==> src/rtl/lbuf_pkg.sv <==
package lbuf_pkg;

    typedef enum logic [0:0] {
        ST_IDLE = 1'b0,
        ST_WAIT = 1'b1
    } lbuf_state_e;

endpackage

==> src/rtl/lbuf_window.sv <==
// Range check of an address against the buffered contiguous window.
module lbuf_window #(
    parameter int AW    = 16,
    parameter int DEPTH = 8,
    parameter int CW    = 4
) (
    input  logic [AW-1:0] base_i,
    input  logic [CW-1:0] cnt_i,
    input  logic [AW-1:0] addr_i,
    output logic          in_win_o,
    output logic          at_tail_o,
    output logic          full_o
);
    logic [AW-1:0] offset;

    always_comb begin
        offset    = addr_i - base_i;
        in_win_o  = offset < AW'(cnt_i);
        at_tail_o = addr_i == (base_i + AW'(cnt_i));
        full_o    = cnt_i == CW'(DEPTH);
    end
endmodule

==> src/rtl/lbuf_store.sv <==
// Word storage, one slot per address modulo DEPTH.
module lbuf_store #(
    parameter int DW    = 32,
    parameter int DEPTH = 8,
    parameter int IW    = 3
) (
    input  logic          clk_i,
    input  logic          we_i,
    input  logic [IW-1:0] widx_i,
    input  logic [DW-1:0] wdata_i,
    input  logic [IW-1:0] ridx_i,
    output logic [DW-1:0] rdata_o
);
    logic [DW-1:0] words [DEPTH];

    for (genvar i = 0; i < DEPTH; i++) begin : g_slot
        logic          wen;
        logic [DW-1:0] word_q;

        assign wen = we_i && (widx_i == IW'(i));

        always_ff @(posedge clk_i) begin
            if (wen) begin
                word_q <= wdata_i;
            end
        end

        assign words[i] = word_q;
    end

    assign rdata_o = words[ridx_i];
endmodule

==> src/rtl/seq_loop_buf.sv <==
// Sequential loop instruction buffer: DEPTH must be a power of two, at least 2.
module seq_loop_buf
    import lbuf_pkg::*;
#(
    parameter int AW    = 16,
    parameter int DW    = 32,
    parameter int DEPTH = 8
) (
    input  logic          clk_i,
    input  logic          rst_i,
    input  logic          fetch_req_i,
    input  logic          fetch_branch_i,
    input  logic [AW-1:0] fetch_addr_i,
    output logic          fetch_ready_o,
    output logic          mem_req_o,
    output logic [AW-1:0] mem_addr_o,
    input  logic          mem_rsp_valid_i,
    input  logic [DW-1:0] mem_rsp_data_i,
    output logic          instr_valid_o,
    output logic          instr_hit_o,
    output logic [DW-1:0] instr_o
);
    localparam int IW = (DEPTH > 1) ? $clog2(DEPTH) : 1;
    localparam int CW = $clog2(DEPTH + 1);

    typedef struct packed {
        lbuf_state_e   st;
        logic [AW-1:0] base;
        logic [CW-1:0] cnt;
        logic [AW-1:0] req_addr;
        logic          req_app;
        logic          out_vld;
        logic          out_hit;
        logic [DW-1:0] out_data;
    } ctl_t;

    ctl_t ctl_d, ctl_q;

    logic          in_win, at_tail, full;
    logic          st_we;
    logic [DW-1:0] st_rdata;

    lbuf_window #(.AW(AW), .DEPTH(DEPTH), .CW(CW)) u_window (
        .base_i   (ctl_q.base),
        .cnt_i    (ctl_q.cnt),
        .addr_i   (fetch_addr_i),
        .in_win_o (in_win),
        .at_tail_o(at_tail),
        .full_o   (full)
    );

    lbuf_store #(.DW(DW), .DEPTH(DEPTH), .IW(IW)) u_store (
        .clk_i  (clk_i),
        .we_i   (st_we),
        .widx_i (ctl_q.req_addr[IW-1:0]),
        .wdata_i(mem_rsp_data_i),
        .ridx_i (fetch_addr_i[IW-1:0]),
        .rdata_o(st_rdata)
    );

    always_comb begin
        ctl_d         = ctl_q;
        ctl_d.out_vld = 1'b0;
        ctl_d.out_hit = 1'b0;
        st_we         = 1'b0;
        unique case (ctl_q.st)
            ST_IDLE: begin
                if (fetch_req_i) begin
                    if (fetch_branch_i && in_win) begin
                        ctl_d.out_vld  = 1'b1;
                        ctl_d.out_hit  = 1'b1;
                        ctl_d.out_data = st_rdata;
                    end else begin
                        ctl_d.st       = ST_WAIT;
                        ctl_d.req_addr = fetch_addr_i;
                        ctl_d.req_app  = !fetch_branch_i && at_tail;
                    end
                end
            end
            ST_WAIT: begin
                if (mem_rsp_valid_i) begin
                    st_we          = 1'b1;
                    ctl_d.st       = ST_IDLE;
                    ctl_d.out_vld  = 1'b1;
                    ctl_d.out_data = mem_rsp_data_i;
                    if (ctl_q.req_app) begin
                        if (full) begin
                            ctl_d.base = ctl_q.base + AW'(1);
                        end else begin
                            ctl_d.cnt = ctl_q.cnt + CW'(1);
                        end
                    end else begin
                        ctl_d.base = ctl_q.req_addr;
                        ctl_d.cnt  = CW'(1);
                    end
                end
            end
            default: ctl_d.st = ST_IDLE;
        endcase
    end

    always_ff @(posedge clk_i) begin
        if (rst_i) begin
            ctl_q.st       <= ST_IDLE;
            ctl_q.base     <= '0;
            ctl_q.cnt      <= '0;
            ctl_q.req_addr <= '0;
            ctl_q.req_app  <= 1'b0;
            ctl_q.out_vld  <= 1'b0;
            ctl_q.out_hit  <= 1'b0;
            ctl_q.out_data <= '0;
        end else begin
            ctl_q <= ctl_d;
        end
    end

    assign fetch_ready_o = ctl_q.st == ST_IDLE;
    assign mem_req_o     = ctl_q.st == ST_WAIT;
    assign mem_addr_o    = ctl_q.req_addr;
    assign instr_valid_o = ctl_q.out_vld;
    assign instr_hit_o   = ctl_q.out_hit;
    assign instr_o       = ctl_q.out_data;
endmodule

==> config.mk <==
export PLATFORM = sky130hd
export DESIGN_NAME = seq_loop_buf
export DESIGN_NICKNAME = d
export VERILOG_FILES = /design/src/rtl/lbuf_pkg.sv /design/src/rtl/lbuf_window.sv /design/src/rtl/lbuf_store.sv /design/src/rtl/seq_loop_buf.sv
export SDC_FILE = /design/constraint.sdc
export NUM_CORES = 1
export LEC_CHECK = 0
export BUFFER_PORTS_ARGS = -buffer_cell sky130_fd_sc_hd__buf_4
export CELL_PAD_IN_SITES_DETAIL_PLACEMENT = 1
export CELL_PAD_IN_SITES_GLOBAL_PLACEMENT = 1
export CORE_MARGIN = 1
export CORE_UTILIZATION = 45
export CTS_BUF_LIST = sky130_fd_sc_hd__clkbuf_4 sky130_fd_sc_hd__clkbuf_8
export DETAILED_ROUTE_END_ITERATION = 8
export HOLD_SLACK_MARGIN = 0.05
export PLACE_DENSITY = 0.81
export SLEW_MARGIN = 20
export SYNTH_ARGS = -nofsm -noshare
export SYNTH_HDL_FRONTEND = slang
export SYNTH_SLANG_ARGS = --single-unit
export TNS_END_PERCENT = 5
==> constraint.sdc <==
create_clock -name clk_i -period 12.32 [get_ports clk_i]
set_input_delay 2.464 -clock clk_i [delete_from_list [all_inputs] [get_ports clk_i]]
set_output_delay 2.464 -clock clk_i [all_outputs]
set_load 0.01 [all_outputs]
==> metrics.txt <==
status finished, final reports clean; dpl ws 5700 ps; drt total wl 36900 um; global-route wire length before repair 57000 um; Hold Crit Depth 2; Synth-to-Final Area Change 13.4%; Longest Clk Path Bufs 3; diode count 0; drt wl/cell 22.9 um; Gate power share about 7.9%; worst min path class reg2reg; crit share post-route approximately 50%; Largest stage delay, worst path 890 ps; clock sinks ~330; cell mode on critical path buf_4; Net Switching 0.560 mW; Sw Ratio a little under a quarter; RSZ-0062 raised after global routing false; H-Tree Depth 2; Worst-Skew Late Latency 620 ps; Slew @ Worst Pin 948 ps; Fillers 3246; final instance area 0.0172 mm^2; Clock power frac between 40% and 50%; Hold Path End mem_addr_o[12]$_SDFFE_PP0P_; register area share after synthesis 60.4%; WP data required 12790 ps; power density cells 142 mW/mm^2; Die Area 0.0343 mm^2; Die Height 185 um; nets 1211; Post-Syn Instances 1063; Setup CP Type in2reg; gpl congestion around 0.89; initial antenna violation count 1; final global-route overflow total 0; postcts setup bufs 0; worst hold start mem_addr_o[12]$_SDFFE_PP0P_; final hold vios 0; Clock Tree Root clkbuf_8; Setup crit end kind register; Max-cap violations 0; placed inst area 0.0160 mm^2; layout cell share with drive strength beyond 1 28.8%; syn_nets 1143; Critical Path Fanout Max 32; cells on worst reg2reg path 11; routed vias/inst 5.72; leak pwr 5.98 nW; CTS tree done; post-cts sizing count 0; Synth Register Bits 328; VDD IR max 117 uV; slew margin rel. 36.8%; cell internal pwr around 1.9 mW; Placeable Area 0.0328 mm^2; GRT Util Overall 22.2%; Vias 9242; final worst slack 6330 ps; initial drt markers 585; Fmax 167 MHz; Post-synth EDFFs 256; CTS Hold Buffers Added 0; PortBufs 104; Die X 185 um; Netlist cell types 65; initial core utilization ~46%; skew final 45.7 ps; FP Rows 66; Max Slew Vio Count 0; post-DP HPWL 22100 um; Cell Chain, Critical Path buf_4 > inv_1 > ha_1 > fa_1 > nor2b_1 > o21ai_2 > a21oi_1 > o2111a_1 > o22ai_1 > or4_1 > o21ai_4 > buf_4 > o211ai_1; Antenna Violating Nets Remaining 0; Mapped Area 0.0151 mm^2; vias in the first global route 9897; CP delay by family, top compound AO/OA/AOI/OAI gates; Pre-Repair DR Iteration Count 5; setup tns final 0 ps; syn_area_per_cell 14.2 um^2; CP Launch Point fetch_addr_i[0]; Clock transition at path regs 60 ps; crit path time final 5990 ps; Sequential Power Share 50.3%; fraction of registers with async set/reset 0%; FF-to-FF setup slack 8300 ps; CP bufs+invs 3; critical path startpoint category input port; Post-route DRC 0; number of CTS-inserted buffers 54; Synth warnings 0; Total Power 2.43 mW; Setup Viol. Count Final 0; Crit path arrival time 6450 ps; Synth Flop Type edfxtp_1; Ports about 110; Crit-path slowest cell or4_1; largest net degree at the start of global routing 92; r2r endpoint instr_o[1]$_SDFFE_PP0P_; worst reg2reg startpoint ctl_q[62]$_SDFFE_PP0P_
stage by stage:
step / hold WS [ps] / utilization (%) / std cells
floorplan: 458 / - / 1063
global placement: 480 / 48.8 / 1517
detailed placement: 488 / 48.8 / 1517
CTS: 499 / 52.3 / 1615
global route: 513 / 52.3 / 1615
finish: 494 / 52.3 / 1615
cells in the mapped netlist, types with 25 or more instances:
| library cell | count | share of area [%] |
|---|---|---|
| edfxtp_1 | 256 | 51 |
| dfxtp_1 | 72 | 9.5 |
| mux4_2 | 64 | 9.5 |
| nand2_1 | 64 | 1.6 |
| mux2i_1 | 60 | 4.0 |
| inv_1 | 59 | 1.5 |
| buf_4 | 49 | 2.4 |
| clkbuf_1 | 39 | 0.97 |
| a21oi_1 | 37 | 1.2 |
| or4_1 | 34 | 1.7 |
| nand2b_1 | 33 | 1.4 |
| o211ai_2 | 29 | 2.4 |
| nor2_1 | 27 | 0.67 |
| ha_1 | 25 | 2.1 |
cells by family after synthesis:
logic type      share of synthesized area [%]
compound gates                           7.49
mux                                      13.7
xor+xnor                                 1.62
simple gates                             8.67
flops                                    60.4
buf+inv                                  5.80
fa+ha+maj                                2.33
layout by cell type (no fill, tap or decap), types with 12 or more instances in the layout:
cell      count
nand2_1      64
nand2b_1     33
a21oi_1      36
mux4_2       64
xnor2_1      19
nor3_1       15
clkbuf_4     30
edfxtp_1    256
mux2i_1      60
clkbuf_8     63
ha_1         25
dfxtp_1      72
o21ai_0      15
nand4_1      12
o211ai_2     29
nand3_1      15
inv_1        59
nor2_1       25
or4_1        34
buf_4       121
power by group through the flow:
stage,Clock (mW),Combinational [mW],Sequential (mW)
after floorplan,0,0.130,1.24
after global placement,0,0.184,1.24
after detailed placement,0,0.192,1.24
after CTS,1.04,0.193,1.22
after global routing,1.08,0.208,1.22
final,1.02,0.191,1.22
how the worst max path moves through the flow:
stage / endpoint / slack (ps) / cells after the start
after floorplan: u_store.g_slot[4].word_q[0]$_DFFE_PP_ / 5390 / 4
after global placement: instr_o[1]$_SDFFE_PP0P_ / 5870 / 13
after detailed placement: instr_o[1]$_SDFFE_PP0P_ / 5700 / 13
after CTS: instr_o[1]$_SDFFE_PP0P_ / 6330 / 13
after global routing: instr_o[1]$_SDFFE_PP0P_ / 6080 / 13
final: instr_o[1]$_SDFFE_PP0P_ / 6330 / 13
registers in the layout (all words and copies together), names as in the netlist:
name                   cells
mem_addr_o                16
instr_o                   32
instr_valid_o              1
mem_req_o                  1
u_store.g_slot.word_q    256
ctl_q                     21
instr_hit_o                1
area by class of cell:
type	instances	area [um^2]	area share, %
inverter	59	221	1.29
timing repair buffer	121	908	5.30
multi-input combinational	567	5180	30.2
clock inverter	5	72.6	0.423
clock buffer	93	1090	6.37
tap	442	553	3.22
sequential	328	9130	53.2
worst reg2reg max path: stages (launching register included):
cell and delay, ps:
dfxtp_1 520, inv_1 170, ha_1 370, nand4_1 170, a211oi_2 350, o311a_1 240, o21a_1 130, o22ai_1 100
or4_1 890, o21ai_4 260, buf_4 520, o211ai_1 180
layer usage:
metal	track usage [%]	up-vias	share of wire (%)
met1	28.1	4746	42
met2	38.6	269	51
met5	0	-	0.030
li1	-	4156	-
met4	7.57	2	2.3
met3	3.36	69	4.7
Note: power is estimated with default switching activity, not from simulation.
